--- config.mk ---
export PLATFORM = sky130hd
export DESIGN_NAME = chan_tmo
export DESIGN_NICKNAME = d
export VERILOG_FILES = /design/src/rtl/chan_tmo_pkg.sv /design/src/rtl/chan_tmo_presc.sv /design/src/rtl/chan_tmo_ticks.sv /design/src/rtl/chan_tmo.sv
export SDC_FILE = /design/constraint.sdc
export NUM_CORES = 1
export LEC_CHECK = 0
export ABC_AREA = 1
export CORE_ASPECT_RATIO = 0.6
export CORE_MARGIN = 4
export CORE_UTILIZATION = 30
export DETAILED_ROUTE_END_ITERATION = 6
export DONT_BUFFER_PORTS = 1
export PLACE_DENSITY_LB_ADDON = 0.3
export SLEW_MARGIN = 20
export SYNTH_ARGS = -nofsm -noshare
export SYNTH_HDL_FRONTEND = slang
export SYNTH_SLANG_ARGS = --single-unit
--- constraint.sdc ---
create_clock -name clk_i -period 2.35 [get_ports clk_i]
set_input_delay 0 -clock clk_i [delete_from_list [all_inputs] [get_ports clk_i]]
set_output_delay 0 -clock clk_i [all_outputs]
set_load 0.005 [all_outputs]
--- src/rtl/chan_tmo_pkg.sv ---
package chan_tmo_pkg;
  typedef enum logic [1:0] {
    PRESC_OFF = 2'd0,
    PRESC_LO  = 2'd1,
    PRESC_MID = 2'd2,
    PRESC_HI  = 2'd3
  } presc_sel_e;

  localparam int unsigned TMO_SEL_W    = 3;
  localparam int unsigned TMO_MIN_LOG2 = 2;
  // wide enough to hold the largest threshold 2^(MIN_LOG2 + 2^SEL_W - 1)
  localparam int unsigned TICK_W       = TMO_MIN_LOG2 + (1 << TMO_SEL_W);
endpackage

--- src/rtl/chan_tmo_presc.sv ---
module chan_tmo_presc
  import chan_tmo_pkg::*;
#(
  parameter int unsigned PRE_SH1 = 8,
  parameter int unsigned PRE_SH2 = 16,
  parameter int unsigned PRE_SH3 = 24
) (
  input  logic       clk_i,
  input  logic       rst_ni,
  input  logic       clr_i,
  input  logic       run_i,
  input  presc_sel_e sel_i,
  output logic       tick_o
);
  localparam int unsigned PW = PRE_SH3;

  logic [PW-1:0] cnt_q, mask;

  always_comb begin
    case (sel_i)
      PRESC_LO:  mask = (PW'(1) << PRE_SH1) - PW'(1);
      PRESC_MID: mask = (PW'(1) << PRE_SH2) - PW'(1);
      PRESC_HI:  mask = (PW'(1) << PRE_SH3) - PW'(1);
      default:   mask = '0;
    endcase
  end

  assign tick_o = run_i && (sel_i != PRESC_OFF) && ((cnt_q & mask) == mask);

  always_ff @(posedge clk_i or negedge rst_ni) begin
    if (!rst_ni)     cnt_q <= '0;
    else if (clr_i)  cnt_q <= '0;
    else if (run_i)  cnt_q <= cnt_q + PW'(1);
  end

  // a clear restarts the prescaler phase
  a_r9_presc_cleared: assert property (@(posedge clk_i) disable iff (!rst_ni)
    clr_i |=> (cnt_q == '0));
endmodule

--- src/rtl/chan_tmo_ticks.sv ---
module chan_tmo_ticks
  import chan_tmo_pkg::*;
(
  input  logic                 clk_i,
  input  logic                 rst_ni,
  input  logic                 clr_i,
  input  logic                 tick_i,
  input  logic [TMO_SEL_W-1:0] sel_i,
  output logic                 hit_o,
  output logic [TICK_W-1:0]    cnt_o
);
  logic [TICK_W-1:0] cnt_q, cnt_nxt, thr;

  assign thr     = TICK_W'(1) << (TMO_MIN_LOG2 + sel_i);
  assign cnt_nxt = cnt_q + TICK_W'(1);
  assign hit_o   = tick_i && (cnt_nxt == thr);
  assign cnt_o   = cnt_q;

  always_ff @(posedge clk_i or negedge rst_ni) begin
    if (!rst_ni)      cnt_q <= '0;
    else if (clr_i)   cnt_q <= '0;
    else if (tick_i)  cnt_q <= cnt_nxt;
  end

  // a hit lands the count exactly on the threshold
  a_r4_hit_at_thr: assert property (@(posedge clk_i) disable iff (!rst_ni)
    (hit_o && !clr_i) |=> (cnt_q == $past(thr)));
endmodule

--- src/rtl/chan_tmo.sv ---
module chan_tmo
  import chan_tmo_pkg::*;
#(
  parameter int unsigned PRE_SH1 = 8,
  parameter int unsigned PRE_SH2 = 16,
  parameter int unsigned PRE_SH3 = 24
) (
  input  logic       clk_i,
  input  logic       rst_ni,
  input  logic       en_i,
  input  logic       req_i,
  input  logic       wait_first_i,
  input  logic [1:0] presc_sel_i,
  input  logic [2:0] tmo_sel_i,
  output logic       tmo_flag_o,
  output logic       tmo_pulse_o
);
  logic en_q, armed_q, done_q, flag_q, pulse_q;
  logic restart, run, tick, hit;
  logic [TICK_W-1:0] tick_cnt;
  presc_sel_e psel;

  assign psel    = presc_sel_e'(presc_sel_i);
  // a request or the first enabled cycle restarts the window
  assign restart = !en_i || !en_q || req_i;
  assign run     = !restart && (armed_q || !wait_first_i) && !done_q
                   && (psel != PRESC_OFF);

  chan_tmo_presc #(
    .PRE_SH1(PRE_SH1), .PRE_SH2(PRE_SH2), .PRE_SH3(PRE_SH3)
  ) u_presc (
    .clk_i (clk_i),
    .rst_ni(rst_ni),
    .clr_i (restart),
    .run_i (run),
    .sel_i (psel),
    .tick_o(tick)
  );

  chan_tmo_ticks u_ticks (
    .clk_i (clk_i),
    .rst_ni(rst_ni),
    .clr_i (restart),
    .tick_i(tick),
    .sel_i (tmo_sel_i),
    .hit_o (hit),
    .cnt_o (tick_cnt)
  );

  always_ff @(posedge clk_i or negedge rst_ni) begin
    if (!rst_ni) begin
      en_q    <= 1'b0;
      armed_q <= 1'b0;
      done_q  <= 1'b0;
      flag_q  <= 1'b0;
      pulse_q <= 1'b0;
    end else begin
      en_q <= en_i;
      if (!en_i) begin
        armed_q <= 1'b0;
        done_q  <= 1'b0;
        pulse_q <= 1'b0;
      end else begin
        pulse_q <= hit;
        if (!en_q) begin
          flag_q  <= 1'b0;
          armed_q <= 1'b0;
          done_q  <= 1'b0;
        end
        if (req_i) begin
          armed_q <= 1'b1;
          done_q  <= 1'b0;
        end else if (hit) begin
          done_q <= 1'b1;
          flag_q <= 1'b1;
        end
      end
    end
  end

  assign tmo_flag_o  = flag_q;
  assign tmo_pulse_o = pulse_q;

  a_r7_pulse_single: assert property (@(posedge clk_i) disable iff (!rst_ni)
    tmo_pulse_o |=> !tmo_pulse_o);

  a_r8_pulse_sets_flag: assert property (@(posedge clk_i) disable iff (!rst_ni)
    tmo_pulse_o |-> tmo_flag_o);

  a_r8_flag_clears_on_enable: assert property (@(posedge clk_i) disable iff (!rst_ni)
    $fell(tmo_flag_o) |-> ($past(en_i) && !$past(en_q)));

  a_r9_idle_when_off: assert property (@(posedge clk_i) disable iff (!rst_ni)
    !en_i |=> (tick_cnt == '0));

  a_r2_off_no_pulse: assert property (@(posedge clk_i) disable iff (!rst_ni)
    (psel == PRESC_OFF) |-> !hit);
endmodule

==> metrics.txt <==
proportion of synthesized chip area in sequential cells=37.0%; die footprint=0.0104 mm2; clock tree from TritonCTS=built; Std-Cell Core Area=0.00852 mm2; Buffers on Ports=0; Maximum Capacitance Violations=0; cell type of the slowest stage on the worst timing path=sky130_fd_sc_hd__dfrtp_1; reg-to-reg startpoint=u_presc.cnt_q[0]; die height=80.6 um; worst max-slew margin expressed relative to the limit=72.5%; Post-Syn Instances=389; post-placement cell count=498; Max Freq=564 MHz; Power Density=555 mW/mm2; number of global-route vias before repair=2264; register-to-register path setup slack=580 ps; Post-synth EDFFs=0; post-synthesis average cell area=6.78 um2; register bit total from synthesis=39; global-route wire length before repair=11300 um; number of buffers added by the clock tree synthesis step=5; Critical Path RT=2560 ps; clock sink total=39; Clk Latency, worst-skew pair=280 ps; Most common cell on crit path=sky130_fd_sc_hd__nand2_1; number of vias after detailed routing=2494; Synth Flop Type=sky130_fd_sc_hd__dfrtp_1; Synthesis Warnings=0; width of the die=129 um; number of routed nets with antenna violations=0; Root Buffer=sky130_fd_sc_hd__clkbuf_16; number of unique standard cell types used by synthesis=33; fill count=905; length in cells of the worst reg-to-reg path=9; final-stage net count=411; signed area change from the synthesized netlist to the final layout=14.2%; Clock Pin Slew Worst Setup and Hold Paths=60 ps; post-detailed-route via-to-cell ratio=4.89; minimum clock period after layout=1770 ps; quantity of gates resized following cts=0; Worst setup endpoint=u_presc.cnt_q[16]; Final Routed Wirelength=6570 um; RR Endpoint=u_presc.cnt_q[16]; commonest cells in the netlist=sky130_fd_sc_hd__nand2_1 (114), sky130_fd_sc_hd__nor2_1 (51), sky130_fd_sc_hd__inv_1 (49); top area cells in the synthesized netlist=sky130_fd_sc_hd__dfrtp_1 (37%), sky130_fd_sc_hd__nand2_1 (16%), sky130_fd_sc_hd__nor2_1 (7.3%), sky130_fd_sc_hd__nand3_1 (7.2%), sky130_fd_sc_hd__inv_1 (7.0%); IO Count=12; RSZ-0062 raised after global routing=no; synthesized cell area=0.00264 mm2; switching share of power=21.1%; sequence of cells on the critical path=ha_1 -> nand3_1 -> nor2_1 -> nand3b_2 -> nor2_2 -> nand2_1 -> nand2_1 -> nand2_1 -> nor2_1; endpoint type of the worst setup path=register; Final Instance Count excl. Fillers=510; Avg WL per Cell=12.9 um; Comb pwr share=5.8%; slew at the pin with the worst max-slew slack=411 ps; delay contributed by the slowest stage of the critical path=430 ps; Stages on worst setup path=9; hold crit path type=input port to register; family of cells with the greatest summed delay on the critical path=simple AND/OR/NAND/NOR gates; fraction of synthesized cell area taken by the top area cell type=37.0%; antenna violations before repair=0; total DRC errors in the routed layout=0; Synth area leader=sky130_fd_sc_hd__dfrtp_1; Setup violations, final=0; Pre-antenna DRT Iters=5; total gr overflow=0; syn_nets=403; CP max FO=6; cell area after layout=0.00301 mm2; portion of total power attributed to sequential cells=41.4%; share of synthesized flip-flops with an asynchronous set or reset=100%; cell-internal power=1.32 mW; clock group share of total power=52.7%; Tot GR Track Use=13.8%; Worst Skew=6.67 ps; highest ir drop seen on vdd=337 uV; final weighted congestion of routability-driven global placement=0.848; net switching power=0.352 mW; diodes inserted=0; starting utilization of the core area=30.9%; number of H-tree branching levels=2; DRT iter0 DRCs=312; final hold violation count=0; sum of net half-perimeters after detailed placement=5060 um; placed cell area=0.00277 mm2; maximum buffer depth of the clock tree=2; share of final-layout standard cells stronger than drive strength 1=8.79%; part of the cycle the worst path needs=75.4%; max-slew violations=0; maximum number of pins on one net before global-route repair=40; launching instance or port of the critical path=u_presc.cnt_q[0]; worst hold margin=16.5 ps; most common cell in the synthesized netlist=sky130_fd_sc_hd__nand2_1; final sum of negative setup slack=0 ps; leakage=1.39 nW; Arrival @ worst endpoint=1990 ps; kind of critical path=register to register; sum of buffers and inverters on the critical path=0; run status=finished clean; Std-Cell Rows=26; Overall Power=1.67 mW; critical path startpoint category=register
routing by layer:
| metal | part of all wire (%) | track usage (%) |
|---|---|---|
| met5 | 0 | 0 |
| met4 | 0.81 | 2.83 |
| met2 | 37 | 17.9 |
| met1 | 55 | 22.2 |
| met3 | 6.5 | 3.26 |
sequential cells by signal, summed over array words and instances (netlist names):
register / flops
u_ticks.cnt_o: 10
en_q: 1
done_q: 1
armed_q: 1
tmo_flag_o: 1
u_presc.cnt_q: 24
tmo_pulse_o: 1
worst min path at each step:
stage / from / end / slack (ps) / depth (start not counted)
after floorplan: rst_ni / armed_q / -300 / 0
after global placement: rst_ni / u_presc.cnt_q[17] / -290 / 0
after detailed placement: rst_ni / u_presc.cnt_q[17] / -290 / 0
after CTS: en_i / u_presc.cnt_q[2] / 10 / 2
after global routing: en_i / u_presc.cnt_q[2] / 30 / 2
final: presc_sel_i[1] / u_ticks.cnt_o[7] / 20 / 3
metrics by stage:
stage | util (%) | worst slack [ps]
2_1_floorplan | - | 892
3_3_place_gp | 32.5 | 633
3_5_place_dp | 32.5 | 600
4_1_cts | 35.3 | 587
5_1_grt | 35.3 | 333
6_report | 35.3 | 578
worst reg2reg max path, delay by kind of cell (launching register included):
| family | cells | cell delay [ps] |
|---|---|---|
| AND/OR/NAND/NOR | 8 | 1010 |
| flip-flops | 1 | 430 |
| adder cells (fa/ha/maj) | 1 | 280 |
power by group through the flow:
stage	combinational [mW]	sequential, mW	clock, mW
after floorplan	0.0580	0.703	0
after global routing	0.111	0.694	0.924
after detailed placement	0.0747	0.705	0
after CTS	0.0982	0.693	0.896
after global placement	0.0735	0.704	0
final	0.0971	0.693	0.881
layout by cell type (no fill, tap or decap), types with 4 or more instances in the layout:
| master | synthesis | routed |
|---|---|---|
| sky130_fd_sc_hd__dfrtp_1 | 39 | 39 |
| sky130_fd_sc_hd__clkbuf_16 | 0 | 5 |
| sky130_fd_sc_hd__nand4_1 | 10 | 10 |
| sky130_fd_sc_hd__o21ai_0 | 17 | 17 |
| sky130_fd_sc_hd__inv_1 | 49 | 49 |
| sky130_fd_sc_hd__nor3_1 | 8 | 8 |
| sky130_fd_sc_hd__nor2_2 | 4 | 4 |
| sky130_fd_sc_hd__nand3_1 | 38 | 38 |
| sky130_fd_sc_hd__nor2_1 | 51 | 51 |
| sky130_fd_sc_hd__ha_1 | 4 | 4 |
| sky130_fd_sc_hd__a21oi_1 | 14 | 14 |
| sky130_fd_sc_hd__nand2_2 | 7 | 7 |
| sky130_fd_sc_hd__nand2_1 | 114 | 114 |
final cells by class:
cell class | instances | area [um2] | area share, %
Tap cell | 112 | 140 | 4.65
Clock buffer | 5 | 125 | 4.15
Multi-Input combinational cell | 295 | 1450 | 48.2
Sequential cell | 39 | 976 | 32.4
Timing Repair Buffer | 6 | 65.1 | 2.16
Clock inverter | 3 | 67.6 | 2.24
Inverter | 50 | 188 | 6.23
cells by family after synthesis:
logic type / after synthesis / synth area share (%)
flops: 39 / 37.0
xor+xnor: 2 / 0.664
compound gates: 42 / 8.87
fa+ha+maj: 4 / 1.90
simple gates: 247 / 43.5
buf+inv: 55 / 8.02
repair_timing:
| action | CTS | global route |
|---|---|---|
| hold buffers | 4 | 0 |
| buffers inserted | 0 | 0 |
| endpoints found under the hold margin | 42 | 0 |
No activity file was read; power rests on OpenSTA's default activity.
